### src/rtl/pwm_dual_pkg.sv
`timescale 1ns/1ps
package pwm_dual_pkg;

   localparam int unsigned DIV_W = 17;

   // field order follows bit positions inside one channel group (msb first)
   typedef struct packed {
      logic       bypass_b;
      logic       pulse_b;
      logic       mode_b;
      logic       gate;
      logic       act_hi;
      logic       en;
      logic [3:0] code;
   } chan_cfg_t;

   localparam int unsigned CFG_W = $bits(chan_cfg_t);

   // clock cycles per prescaled tick; 0 marks a code that yields no ticks
   function automatic logic [DIV_W-1:0] div_of_code(input logic [3:0] code);
      logic [DIV_W-1:0] d;
      case (code)
         4'd0:    d = DIV_W'(120);
         4'd1:    d = DIV_W'(180);
         4'd2:    d = DIV_W'(240);
         4'd3:    d = DIV_W'(360);
         4'd4:    d = DIV_W'(480);
         4'd8:    d = DIV_W'(12000);
         4'd9:    d = DIV_W'(24000);
         4'd10:   d = DIV_W'(36000);
         4'd11:   d = DIV_W'(48000);
         4'd12:   d = DIV_W'(72000);
         default: d = '0;
      endcase
      return d;
   endfunction

endpackage

### src/rtl/pwm_tick_gen.sv
`timescale 1ns/1ps
module pwm_tick_gen #(
   parameter int unsigned DIV_W   = 17,
   parameter bit          PASS_EN = 1'b1
) (
   input  logic       clk,
   input  logic       rst_n,
   input  logic       run,
   input  logic [3:0] code,
   output logic       tick
);
   logic [DIV_W-1:0] div;
   logic [DIV_W-1:0] pcnt;
   logic             div_hit;

   assign div     = DIV_W'(pwm_dual_pkg::div_of_code(code));
   assign div_hit = run && (div != '0) && (pcnt >= div - 1'b1);

   generate
      if (PASS_EN) begin : g_pass
         assign tick = div_hit || (run && (code == 4'hF));
      end else begin : g_nopass
         assign tick = div_hit;
      end
   endgenerate

   always_ff @(posedge clk or negedge rst_n) begin
      if (!rst_n)
         pcnt <= '0;
      else if (!run || (div == '0) || div_hit)
         pcnt <= '0;
      else
         pcnt <= pcnt + 1'b1;
   end

   // a stopped channel restarts its prescaler from zero
   a_r6_prescale_clear: assert property (@(posedge clk) disable iff (!rst_n)
      !run |=> pcnt == '0);

   // unused codes never produce a tick
   a_r4_unused_stall: assert property (@(posedge clk) disable iff (!rst_n)
      (run && (div == '0) && (code != 4'hF)) |-> !tick);

endmodule

### src/rtl/pwm_chan_core.sv
`timescale 1ns/1ps
module pwm_chan_core #(
   parameter int unsigned CNT_W = 16
) (
   input  logic               clk,
   input  logic               rst_n,
   input  logic               run,
   input  logic               tick,
   input  logic               act_hi,
   input  logic               wr,
   input  logic [CNT_W-1:0]   wr_prd,
   input  logic [CNT_W-1:0]   wr_dty,
   output logic               pwm_o,
   output logic               busy_o,
   output logic [2*CNT_W-1:0] shadow_o
);
   logic [CNT_W-1:0] sh_prd, sh_dty;
   logic [CNT_W-1:0] cur_prd, cur_dty;
   logic [CNT_W-1:0] cnt;
   logic             pend;
   logic             wrap;
   logic             load;

   assign wrap = run && tick && (cnt == cur_prd);
   assign load = pend && (!run || wrap);

   always_ff @(posedge clk or negedge rst_n) begin
      if (!rst_n) begin
         sh_prd  <= '0;
         sh_dty  <= '0;
         cur_prd <= '0;
         cur_dty <= '0;
         cnt     <= '0;
         pend    <= 1'b0;
      end else begin
         if (wr) begin
            sh_prd <= wr_prd;
            sh_dty <= wr_dty;
            pend   <= 1'b1;
         end else if (load) begin
            pend   <= 1'b0;
         end
         if (load) begin
            cur_prd <= sh_prd;
            cur_dty <= sh_dty;
         end
         if (!run || wrap)
            cnt <= '0;
         else if (tick)
            cnt <= cnt + 1'b1;
      end
   end

   assign pwm_o    = (run && (cnt < cur_dty)) ? act_hi : !act_hi;
   assign busy_o   = pend;
   assign shadow_o = {sh_prd, sh_dty};

   // the cycle counter never passes the period field
   a_r3_cnt_bound: assert property (@(posedge clk) disable iff (!rst_n)
      cnt <= cur_prd);

   // running values change only after an update was waiting
   a_r7_load_src: assert property (@(posedge clk) disable iff (!rst_n)
      !$stable({cur_prd, cur_dty}) |-> $past(pend));

   // the ready flag rises only after a write
   a_r7_flag_src: assert property (@(posedge clk) disable iff (!rst_n)
      $rose(pend) |-> $past(wr));

   // a stopped channel restarts its cycle counter
   a_r6_cnt_clear: assert property (@(posedge clk) disable iff (!rst_n)
      !run |=> cnt == '0);

   // zero duty keeps the output inactive
   a_r8_zero_duty: assert property (@(posedge clk) disable iff (!rst_n)
      (run && (cur_dty == '0)) |-> (pwm_o == !act_hi));

endmodule

### src/rtl/pwm_dual_ctrl.sv
`timescale 1ns/1ps
module pwm_dual_ctrl #(
   parameter int unsigned NCH       = 2,
   parameter int unsigned DATA_W    = 32,
   parameter int unsigned ADDR_W    = 4,
   parameter int unsigned CNT_W     = 16,
   parameter int unsigned CH_STRIDE = 15,
   parameter int unsigned RDY_LSB   = 28,
   parameter bit          PASS_EN   = 1'b1
) (
   input  logic              clk,
   input  logic              rst_n,
   input  logic              reg_wr,
   input  logic [ADDR_W-1:0] reg_addr,
   input  logic [DATA_W-1:0] reg_wdata,
   output logic [DATA_W-1:0] reg_rdata,
   output logic [NCH-1:0]    pwm_out
);
   import pwm_dual_pkg::*;

   localparam int unsigned IDX_W = ADDR_W - 2;

   generate
      if (CFG_W + CH_STRIDE * (NCH - 1) > RDY_LSB) begin : g_bad_stride
         $error("channel groups overlap the ready flags");
      end
      if (RDY_LSB + NCH > DATA_W) begin : g_bad_rdy
         $error("ready flags do not fit in the data word");
      end
      if (2 * CNT_W > DATA_W) begin : g_bad_cnt
         $error("period and duty fields do not fit in the data word");
      end
      if ((NCH + 1) > (1 << IDX_W)) begin : g_bad_addr
         $error("address space too small for all channel words");
      end
   endgenerate

   logic [IDX_W-1:0]   widx;
   chan_cfg_t          cfg_q  [NCH];
   logic [2*CNT_W-1:0] shadow [NCH];
   logic [NCH-1:0]     busy;
   logic               unused_bits;

   assign widx        = reg_addr[ADDR_W-1:2];
   assign unused_bits = ^{reg_addr[1:0], reg_wdata};

   always_ff @(posedge clk or negedge rst_n) begin
      if (!rst_n) begin
         for (int c = 0; c < NCH; c++) cfg_q[c] <= '0;
      end else if (reg_wr && (widx == '0)) begin
         for (int c = 0; c < NCH; c++)
            cfg_q[c] <= chan_cfg_t'(reg_wdata[c*CH_STRIDE +: CFG_W]);
      end
   end

   always_comb begin
      reg_rdata = '0;
      if (widx == '0) begin
         for (int c = 0; c < NCH; c++) begin
            reg_rdata[c*CH_STRIDE +: CFG_W] = cfg_q[c];
            reg_rdata[RDY_LSB + c]          = busy[c];
         end
      end else begin
         for (int c = 0; c < NCH; c++)
            if (widx == IDX_W'(c + 1)) reg_rdata = DATA_W'(shadow[c]);
      end
   end

   generate
      for (genvar c = 0; c < NCH; c++) begin : g_ch
         logic run;
         logic tick;
         assign run = cfg_q[c].en && cfg_q[c].gate;

         pwm_tick_gen #(.DIV_W(DIV_W), .PASS_EN(PASS_EN)) u_tick (
            .clk  (clk),
            .rst_n(rst_n),
            .run  (run),
            .code (cfg_q[c].code),
            .tick (tick)
         );

         pwm_chan_core #(.CNT_W(CNT_W)) u_core (
            .clk     (clk),
            .rst_n   (rst_n),
            .run     (run),
            .tick    (tick),
            .act_hi  (cfg_q[c].act_hi),
            .wr      (reg_wr && (widx == IDX_W'(c + 1))),
            .wr_prd  (reg_wdata[2*CNT_W-1:CNT_W]),
            .wr_dty  (reg_wdata[CNT_W-1:0]),
            .pwm_o   (pwm_out[c]),
            .busy_o  (busy[c]),
            .shadow_o(shadow[c])
         );

         // a channel that is not both enabled and gated sits at the idle level
         a_r6_idle_level: assert property (@(posedge clk) disable iff (!rst_n)
            !run |-> (pwm_out[c] == !cfg_q[c].act_hi));
      end
   endgenerate

endmodule

### config.mk
export PLATFORM = sky130hd
export DESIGN_NAME = pwm_dual_ctrl
export DESIGN_NICKNAME = d
export VERILOG_FILES = /design/src/rtl/pwm_dual_pkg.sv /design/src/rtl/pwm_tick_gen.sv /design/src/rtl/pwm_chan_core.sv /design/src/rtl/pwm_dual_ctrl.sv
export SDC_FILE = /design/constraint.sdc
export NUM_CORES = 1
export LEC_CHECK = 0
export ABC_AREA = 1
export BUFFER_PORTS_ARGS = -buffer_cell sky130_fd_sc_hd__buf_2
export CORE_MARGIN = 2
export CORE_UTILIZATION = 50
export DETAILED_ROUTE_END_ITERATION = 8
export PLACE_DENSITY_LB_ADDON = 0.05
export SLEW_MARGIN = 20
export SYNTH_ARGS = -nofsm -noshare
export SYNTH_HDL_FRONTEND = slang
export SYNTH_SLANG_ARGS = --single-unit
### constraint.sdc
create_clock -name clk -period 2.8 [get_ports clk]
set_input_delay 0.42 -clock clk [delete_from_list [all_inputs] [get_ports clk]]
set_output_delay 0.42 -clock clk [all_outputs]
set_load 0.02 [all_outputs]
# ---- Word level (Yosys, flattened, before mapping)
# Memories as Yosys holds them, arrays and structs flattened.
# Index checks and enable logic that the tools add are counted.
dict set report word_totals {
  ff_bits 216
  latchBits 0
  ramBits 0
  rom_bits 480
  output_inout_bits 34
  word_cells 106
  memories 2
}
dict set report op_classes {
  n_addsub 6
  multipliers 0
  div 0
  magnitude_cmp 4
  n_eq_ne 6
  shift 0
  mux 20
  bitwise 0
  reduce_logical 40
}
# name words width read_ports rd_clocked_by_memory_dff wr line_no
set memory_table {}
lappend memory_table {{(no name shown)} 16 15 1 0 0 pwm_dual_pkg.sv:22} ;# case (code)
lappend memory_table {{(no name shown)} 16 15 1 0 0 pwm_dual_pkg.sv:22}
# operator count
set op_table {}
lappend op_table {{$mux W16} 4}
lappend op_table {{$mux W32} 2}
lappend op_table {{$add A17 B1 Y17 const B} 2}
lappend op_table {{$ge A17 B17 Y1} 2}
lappend op_table {{$logic_not A17 Y1} 2}
lappend op_table {{$mux W17} 2}
lappend op_table {{$reduce_bool A17 Y1} 2}
lappend op_table {{$sub A17 B1 Y17 const B} 2}
lappend op_table {{$add A16 B1 Y16 const B} 2}
lappend op_table {{$eq A16 B16 Y1} 2}
lappend op_table {{$lt A16 B16 Y1} 2}
lappend op_table {{$mux W10} 2}
lappend op_table {{$logic_and A1 B1 Y1} 19}
lappend op_table {{$eq A4 B4 Y1 const B} 2}
lappend op_table {{$logic_or A1 B1 Y1} 8}
lappend op_table {{$reduce_bool A2 Y1} 4}
lappend op_table {{$mux W1} 6}
lappend op_table {{$mux W5} 1}
lappend op_table {{$logic_not A1 Y1} 4}
lappend op_table {{$mux W2} 2}
lappend op_table {{$mux W3} 1}
lappend op_table {{$eq A2 B1 Y1 const B} 1}
lappend op_table {{$eq A2 B2 Y1 const B} 1}
lappend op_table {{$logic_not A2 Y1} 1}

# ---- Depth between registers and ports, before layout
# Gate-level depths: netlist (run 1).
# An unclocked memory read counts as a cell.
dict set report depth {
  ltp_word 11
  ltp_mapped 26
  depth_no_buf 25
}

# ---- Modules after synthesis
# From an unflattened synthesis (run 1), not the netlist that was laid out.
dict set report hier_totals {
  cells_unflattened 1759
  hier_area_um2 13052.5
}
# module instances cells_per_inst area_per_inst_um2
set by_module_without_submodules {}
lappend by_module_without_submodules {pwm_chan_core 2 512 4061.4}
lappend by_module_without_submodules {pwm_tick_gen 2 253 1714.1}
lappend by_module_without_submodules {pwm_dual_ctrl 1 229 1501.4}

# ---- Least setup slack after synthesis (run 1)
# No wires, ideal clock.
dict set report synth_path {
  path_kind {reg-to-reg}
  from {register cfg_q[0] (netlist bit)}
  to {register g_ch[1].u_core.cur_prd[11]}
  setup_ps 117
  t_arrival_ps 3022
  setup_slack_ps -339
  stages_incl_launch_ff 23
  n_path_buf 2
  period_less_slack_ps 3139
  path_cell_list {dfrtp_1 -> inv_1 -> ha_1 -> nor2_1 -> inv_1 -> ha_1 -> nand2_1 -> o21ai_0 -> nand2_1 -> nor2_1 -> a21oi_1 -> ha_1 -> a21oi_1 -> o21a_1 -> o21ai_0 -> nor2_1 -> nand2_1 -> nand2_2 -> nand2_4 -> buf_6 -> buf_6 -> nand4_1 -> nand2_1}
}
dict set report synth_via {
  elab_chain_len 9
}
# element line_no
set synth_lines {}
lappend synth_lines {{start, declared} pwm_dual_ctrl.sv:39} ;# chan_cfg_t cfg_q [NCH];
lappend synth_lines {{start signal, assigned by index} pwm_dual_ctrl.sv:52} ;# cfg_q[c] <= chan_cfg_t'(reg_wdata[c*CH_STRIDE +: CFG_W]);
lappend synth_lines {{$mem_v2 Z16 W15} n/a}
lappend synth_lines {{$sub A17 B1 Y17 / $reduce_bool A17 Y1 (equally long branches)} pwm_tick_gen.sv:17} ;# assign div_hit = run && (div != '0) && (pcnt >= div - 1'b1);
lappend synth_lines {{$ge A17 B17 Y1 / $logic_and A1 B1 Y1 (equally long branches)} pwm_tick_gen.sv:17}
lappend synth_lines {{$logic_and A1 B1 Y1} pwm_tick_gen.sv:17}
lappend synth_lines {{$logic_or A1 B1 Y1 (*)} pwm_tick_gen.sv:21} ;# assign tick = div_hit || (run && (code == 4'hF));
lappend synth_lines {{$logic_and A1 B1 Y1 (*) (2 in series)} pwm_chan_core.sv:24} ;# assign wrap = run && tick && (cnt == cur_prd);
lappend synth_lines {{$logic_or A1 B1 Y1 (*)} pwm_chan_core.sv:25} ;# assign load = pend && (!run || wrap);
lappend synth_lines {{$logic_and A1 B1 Y1 (*)} pwm_chan_core.sv:25}
lappend synth_lines {{end signal, assigned} pwm_chan_core.sv:44} ;# cur_prd <= sh_prd;
lappend synth_lines {{end, declared} pwm_chan_core.sv:18} ;# logic [CNT_W-1:0] cur_prd, cur_dty;
# Every way passes the cells marked *; elsewhere a longest branch is shown, timed or not.
# A chain may end at the register's enable or synchronous reset.

# ---- Final worst setup path (run 1)
dict set report layout_path {
  from {register cfg_q[0] (netlist bit)}
  to {register g_ch[1].u_core.cur_dty[7]}
}
dict set report layout_via {
  elab_chain_len 9
}
# element line_no
set layout_lines {}
lappend layout_lines {{$mem_v2 Z16 W15} n/a}
lappend layout_lines {{$sub A17 B1 Y17 / $reduce_bool A17 Y1 (equally long branches)} pwm_tick_gen.sv:17}
lappend layout_lines {{$ge A17 B17 Y1 / $logic_and A1 B1 Y1 (equally long branches)} pwm_tick_gen.sv:17}
lappend layout_lines {{$logic_and A1 B1 Y1} pwm_tick_gen.sv:17}
lappend layout_lines {{$logic_or A1 B1 Y1 (*)} pwm_tick_gen.sv:21}
lappend layout_lines {{$logic_and A1 B1 Y1 (*) (2 in series)} pwm_chan_core.sv:24}
lappend layout_lines {{$logic_or A1 B1 Y1 (*)} pwm_chan_core.sv:25}
lappend layout_lines {{$logic_and A1 B1 Y1 (*)} pwm_chan_core.sv:25}
lappend layout_lines {{end signal, assigned} pwm_chan_core.sv:45} ;# cur_dty <= sh_dty;
lappend layout_lines {{end, declared} pwm_chan_core.sv:18}
# Marks and branches as above.

==> results.sh, run 1 <==
export IMPL_status="complete, but fails checks"
export IMPL_violations="negative setup slack"
export IMPL_timing_fmax_mhz=311
export IMPL_hold_viol=0
export IMPL_met3_length_um=2160
export IMPL_synth_cells=1667
export IMPL_finalCriticalPeriod_ps=3220
export IMPL_synthArstFlopShare_pct=100
export IMPL_grtUsageTotal_pct=26.6
export IMPL_vias=11600
export IMPL_synth_warnings=0
export IMPL_finClkSkew_ps=25.4
export IMPL_max_cap_viol_count=0
export IMPL_wl_per_cell_um=16.7
export IMPL_cts_htree_levels=1
export IMPL_hp_start="reg_wdata[26]"
export IMPL_critPathMaxFanout=8
export IMPL_drt_iter0_markers=934
export IMPL_synth_seq_area_share_pct=42.2
export IMPL_path_class="reg -> reg"
export IMPL_io_buffers=70
export IMPL_relSlewSlack_pct=32.9
export IMPL_whs_ps=150
export IMPL_crit_path_end_kind="flop"
export IMPL_cpMostUsedCell="nand2_2"
export IMPL_p_leak_uw=0.00831
export IMPL_drc=0
export IMPL_synth_edf_count=0
export IMPL_routed_via_density=5.33
export IMPL_setup_viol=120
export IMPL_clk_path_buf_depth=3
export IMPL_cts_tree="done"
export IMPL_required_ps=3220
export IMPL_core_area_mm2=0.0252
export IMPL_layout_setup_ws_ps=-416
export IMPL_drive_above_1_share_pct=25.6
export IMPL_synthTopCellsByArea="dfrtp_1 (42%), nand2_1 (15%), ha_1 (7.6%), inv_1 (5.2%), nand4_1 (4.1%)"
export IMPL_maxSlewViolCount=0
export IMPL_top_layer="met4"
export IMPL_fp_row_count=58
export IMPL_timing_rr_start="cfg_q[0]"
export IMPL_grt_pass1_vias=10900
export IMPL_ys_types=41
export IMPL_drtAntennaViolNets=0
export IMPL_tns_ps=-41120
export IMPL_synth_avg_cell_area_um2=7.68
export IMPL_irDropWorstVdd_mv=0.474
export IMPL_place_hpwl_um=24600
export IMPL_finalNetCount=1952
export IMPL_worst_slew_pin_slew_ps=1000
export IMPL_numCtsBuffers=25
export IMPL_ys_ff_latch=216
export IMPL_worstSetupStartpointType="flop"
export IMPL_startpoint="cfg_q[0]"
export IMPL_dp_cells=2097
export IMPL_fp_dieArea_mm2=0.0269
export IMPL_crit_arrival_ps=3640
export IMPL_gp_congestion=0.893
export IMPL_pwr_density_cell_mw_per_mm2=690
export IMPL_post_place_ws_ps=-455
export IMPL_rr_endpoint="g_ch[1].u_core.cur_dty[7]"
export IMPL_wl_met2_um=16500
export IMPL_antenna_found_initial=0
export IMPL_syn_area_mm2=0.0128
export IMPL_die_w_um=164
export IMPL_clockRootBuffer="clkbuf_16"
export IMPL_area_growth_pct=27.6
export IMPL_worst_r2r_cell_count=25
export IMPL_cp_slowest_cell="dfrtp_2"
export IMPL_worst_path_largest_cell_delay_ps=430
export IMPL_hp_class="in -> reg"
export IMPL_hold_path_depth=3
export IMPL_crit_end="g_ch[1].u_core.cur_dty[7]"
export IMPL_met1Wirelength_um=17100
export IMPL_ys_flop_type="dfrtp_1"
export IMPL_io_pins=73
export IMPL_stdcell_count=2183
export IMPL_synth_top_area_share_pct=42.2
export IMPL_dr_pass1_iters=5
export IMPL_diodes=0
export IMPL_die_h_um=164
export IMPL_grt_pass1_wl_um=57100
export IMPL_worstSkewPairLatency_ps=540
export IMPL_gr_total_overflow=0
export IMPL_synth_top_area_cell="dfrtp_1"
export IMPL_path_clk_slew_ps=70
export IMPL_routed_wl_um=36500
export IMPL_start_util_pct=50.9
export IMPL_rsz0062_at_grt="true"
export IMPL_r2r_setup_slack_ps=-420
export IMPL_grt_start_max_net_pins=75
export IMPL_clkSinkCount=216
export IMPL_finalCritPeriodShare_pct=115
export IMPL_syn_nets=1784
worst min path at each step:
stage               slack (ps)                   endpoint
global placement           440    g_ch[1].u_tick.pcnt[10]
global route               170  g_ch[1].u_core.sh_prd[10]
finish                     150  g_ch[0].u_core.sh_prd[10]
CTS                        140  g_ch[0].u_core.sh_prd[10]
floorplan                  120                   cfg_q[0]
detailed placement         440    g_ch[1].u_tick.pcnt[10]
worst max-delay path: cells and delay by family (launching register included):
kind            cells  cell delay, ps
xor+xnor            1             140
compound gates      1             130
flops               1             430
buf+inv             4             530
fa+ha+maj           2             450
simple gates       17            1400
synthesized netlist by cell type (2+ instances only):
library cell,number
nor2_2,4
buf_6,7
nand2_1,522
clkbuf_1,35
nand3_1,99
nor4_1,8
nor3_1,25
inv_2,8
buf_2,7
o21a_1,6
o211ai_1,3
nand2_4,2
a31oi_1,7
nand3_2,4
o21ai_0,102
a21oi_1,41
or2_2,13
nand4_1,84
buf_4,12
xor2_1,47
nor3b_1,3
a22o_1,10
buf_1,6
inv_1,176
nand2_2,3
dfrtp_1,216
nor2_1,106
ha_1,78
xnor2_1,21
sequential cells by signal (all words and copies together) (netlist names):
register / cells
g_ch.u_core.cur_dty: 32
g_ch.u_core.busy_o: 2
g_ch.u_core.sh_prd: 32
g_ch.u_core.cnt: 32
g_ch.u_tick.pcnt: 34
g_ch.u_core.cur_prd: 32
g_ch.u_core.sh_dty: 32
cfg_q: 20
metal layers:
layer,GRT usage (%),vias up
met5,0,-
met4,6.46,0
met3,2.80,52
met2,41.7,324
met1,39.7,5510
li1,-,5753
cell type report:
type | count | area [um2]
fillers | 2179 | 8840
clock inverters | 14 | 185
inverters | 185 | 722
flip-flops and latches | 216 | 5420
clock buffers | 31 | 688
multi-input cells | 1203 | 7210
well taps | 330 | 413
repair buffers | 204 | 1700
cell usage in the layout (no fill, tap or decap), drive strengths merged, types with 4 or more instances in the layout:
cell type	Yosys	final
nand2	527	531
dfrtp	216	216
buf	32	198
inv	185	185
nor2	111	111
nand3	104	104
o21ai	102	102
nand4	84	84
ha	78	78
xor2	47	47
a21oi	41	41
clkbuf	35	36
nor3	26	26
xnor2	21	21
or2	14	14
a22o	10	10
nor4	8	8
a31oi	7	7
clkinv	0	7
o21a	6	6
bufinv	0	4
cell families (layout without fill, tap and decap cells):
logic type	count (synthesis)	after routing	synth area share (%)
flops	216	216	42.2
buf+inv	252	434	8.24
simple gates	880	884	29.9
fa+ha+maj	78	78	7.62
xor+xnor	68	68	4.65
compound gates	173	173	7.39
report_power, final:
| group | internal, uW | leakage, uW | switching (uW) |
|---|---|---|---|
| combinational | 1580 | 0.00509 | 2010 |
| clock | 2110 | 0.000424 | 1360 |
| sequential | 3680 | 0.00279 | 541 |
through the flow:
step / power, uW / area, um2 / util (%)
after floorplan: 6070 / 13100 / -
after global placement: 7060 / 14300 / 56.7
after detailed placement: 7140 / 14300 / 56.7
after CTS: 10800 / 15600 / 61.9
after global routing: 12000 / 16300 / 64.9
final: 11300 / 16300 / 64.9
timing repair:
item,in CTS,in global routing
pin swaps,14,52
hold buffers,1,0
buffers inserted,18,10
setup endpoints to repair,126,134
gates cloned,6,8
endpoints found under the hold margin,71,0
gates resized for setup,55,168
No activity file was read; power rests on OpenSTA's default activity.
==> run 2: changes to the inputs <==
SYNTH_HIERARCHICAL = 1   (was default)
==> results.sh, run 2 <==
export IMPL_status="complete, but fails checks"
export IMPL_violations="negative setup slack"
export IMPL_pwr_share_clk_pct=30.4
export IMPL_synth_top_area_share_pct=41.4
export IMPL_tns_ps=-75390
export IMPL_start_util_pct=50.5
export IMPL_die_w_um=166
export IMPL_clkSinkCount=216
export IMPL_drtAntennaViolNets=0
export IMPL_maxSlewViolCount=0
export IMPL_synth_cells=1759
export IMPL_routed_wl_um=36900
export IMPL_finClkSkew_ps=9.12
export IMPL_vias=11900
export IMPL_finalCriticalPeriod_ps=3630
export IMPL_cpMostUsedCell="nor2_1"
export IMPL_cts_htree_levels=1
export IMPL_synth_top_area_cell="dfrtp_1"
export IMPL_synth_warnings=6
export IMPL_drc=0
export IMPL_relSlewSlack_pct=23.1
export IMPL_setup_viol=115
export IMPL_drt_iter0_markers=824
export IMPL_worst_slew_pin_slew_ps=1150
export IMPL_place_hpwl_um=24900
export IMPL_finalNetCount=2047
export IMPL_hp_class="in -> reg"
export IMPL_grt_start_max_net_pins=66
export IMPL_post_place_ws_ps=-965
export IMPL_irDropWorstVdd_mv=0.509
export IMPL_yosys_cell_count_top_type="nand2_1"
export IMPL_die_h_um=166
export IMPL_clk_path_buf_depth=3
export IMPL_max_cap_viol_count=0
export IMPL_synth_avg_cell_area_um2=7.42
export IMPL_met3_usage_pct=5.02
export IMPL_worst_path_largest_cell_delay_ps=420
export IMPL_met1_usage_pct=36.7
export IMPL_synthArstFlopShare_pct=100
export IMPL_synth_edf_count=0
export IMPL_cp_slowest_cell="dfrtp_1"
export IMPL_synthTopCellsByArea="dfrtp_1 (41%), nand2_1 (18%), ha_1 (7.5%), nand3_1 (7.1%), nor2_1 (4.9%)"
export IMPL_ys_flop_type="dfrtp_1"
export IMPL_wl_per_cell_um=16.2
export IMPL_core_area_mm2=0.0258
export IMPL_ys_top_cells_by_count="nand2_1 (642), dfrtp_1 (216), nand3_1 (184)"
export IMPL_synth_seq_area_share_pct=41.4
export IMPL_swShare_pct=34.8
export IMPL_timing_fmax_mhz=276
export IMPL_layout_setup_ws_ps=-829
export IMPL_dr_pass1_iters=5
export IMPL_io_buffers=70
export IMPL_io_pins=73
export IMPL_top_register="g_ch.u_tick/pcnt"
export IMPL_ys_ff_latch=216
export IMPL_crit_path_end_kind="flop"
export IMPL_routed_via_density=5.21
export IMPL_pwr_density_cell_mw_per_mm2=637
export IMPL_worstSkewPairLatency_ps=530
export IMPL_syn_area_mm2=0.0131
export IMPL_cts_tree="done"
export IMPL_grtUsageTotal_pct=26.5
export IMPL_path_clk_slew_ps=60
export IMPL_fp_dieArea_mm2=0.0274
export IMPL_gr_total_overflow=0
export IMPL_p_comb_share_pct=31.7
export IMPL_antenna_found_initial=4
export IMPL_fp_row_count=59
export IMPL_largest_reg_flops=34
export IMPL_global_route_usage_met2_pct=43.8
export IMPL_power_internal_uw=6970
export IMPL_ys_types=32
export IMPL_gp_congestion=0.867
export IMPL_worstSetupStartpointType="flop"
export IMPL_rsz0062_at_grt="true"
export IMPL_syn_nets=1876
export IMPL_final_common_cell="nand2_1"
export IMPL_area_growth_pct=28.7
export IMPL_hold_viol=0
export IMPL_netSwitchingPower_uw=3730
export IMPL_grt_pass1_vias=11200
export IMPL_grt_pass1_wl_um=57800
export IMPL_p_leak_uw=0.00832
export IMPL_clockRootBuffer="clkbuf_16"
export IMPL_critPathMaxFanout=6
export IMPL_post_route_util_pct=65.0
export IMPL_crit_arrival_ps=4090
export IMPL_busiest_layer="met2"
export IMPL_drive_above_1_share_pct=27.5
export IMPL_final_cell_mix="nand2_1 (553), dfrtp_1 (214), nand3_1 (155), inv_1 (139), nor2_1 (128)"
export IMPL_finalCritPeriodShare_pct=130
export IMPL_seqPwrFrac_pct=37.9
export IMPL_numCtsBuffers=25
export IMPL_path_class="reg -> reg"
export IMPL_required_ps=3260
==> run 2: worst paths after layout <==
kind / slack (ps) / cells past startpoint / endpoint / startpoint
setup / recovery: -830 / 30 / g_ch[0].u_core/cur_prd[4] / cfg_q[11]
hold / removal: 110 / 3 / g_ch[0].u_core/sh_dty[10] / reg_wdata[10]
setup reg to reg: -830 / 30 / g_ch[0].u_core/cur_prd[4] / cfg_q[11]
hold reg to reg: 480 / 2 / cfg_q[7] / cfg_q[7]
max in group asynchronous: 1450 / 3 / g_ch[1].u_core/cnt[7] / rst_n
min in group asynchronous: 440 / 2 / g_ch[0].u_tick/pcnt[9] / rst_n
==> run 2: logic make-up (layout without fill, tap and decap cells) <==
logic type | Yosys count | after routing | share of synthesized area [%]
other cells | 0 | 3 | 0
compound gates | 74 | 74 | 3.12
simple gates | 1096 | 1106 | 36.0
flops | 216 | 216 | 41.4
fa+ha+maj | 78 | 78 | 7.48
xor+xnor | 60 | 60 | 4.03
buf+inv | 235 | 409 | 8.00
==> run 2: worst max-delay path: cells and delay by family (launching register included) <==
family,cells,cell delay [ps]
DFF,1,420
adders and majority gates,2,450
AOI/OAI and AO/OA,3,340
and+or+nand+nor,18,1690
buffers and inverters,7,650
==> run 2: per-stage QoR <==
stage / power [uW] / instances / hold slack, ps / cell area [um2]
after global placement: 6690 / 2192 / 404 / 14400
after global routing: 11300 / 2278 / 119 / 16800
after CTS: 10300 / 2259 / 93.5 / 15900
final: 10700 / 2281 / 108 / 16800
after detailed placement: 6750 / 2192 / 407 / 14400
after floorplan: 5770 / 1759 / 124 / 13300
==> run 2: layout make-up <==
type / instances / area (um2)
fill: 2320 / 9040
sequential: 216 / 5410
multi-input combinational: 1318 / 7860
clock inverter: 8 / 96.3
tap: 335 / 419
antenna: 3 / 7.51
clock buffer: 32 / 712
inverter: 173 / 659
timing repair buffer: 196 / 1630
==> run 2: metal layers <==
| layer | vias to the layer above | routed length, um |
|---|---|---|
| li1 | 5905 | - |
| met1 | 5703 | 16700 |
| met2 | 227 | 17700 |
| met3 | 37 | 2020 |
| met4 | 4 | 448 |
| met5 | - | 23 |
==> run 2: power groups by stage <==
stage | Clock [uW] | Combinational (uW) | Sequential [uW]
2_1_floorplan | 0 | 1870 | 3900
3_3_place_gp | 0 | 2630 | 4060
3_5_place_dp | 0 | 2690 | 4060
4_1_cts | 3320 | 2980 | 4020
5_1_grt | 3430 | 3800 | 4110
6_report | 3250 | 3390 | 4060
==> run 2: timing repair <==
item	CTS	global route
pin swaps	41	65
resized for setup	93	175
hold buffers	1	0
endpoints found under the hold margin	62	0
buffers inserted	19	11
setup endpoints to repair	132	133
gates cloned	8	11
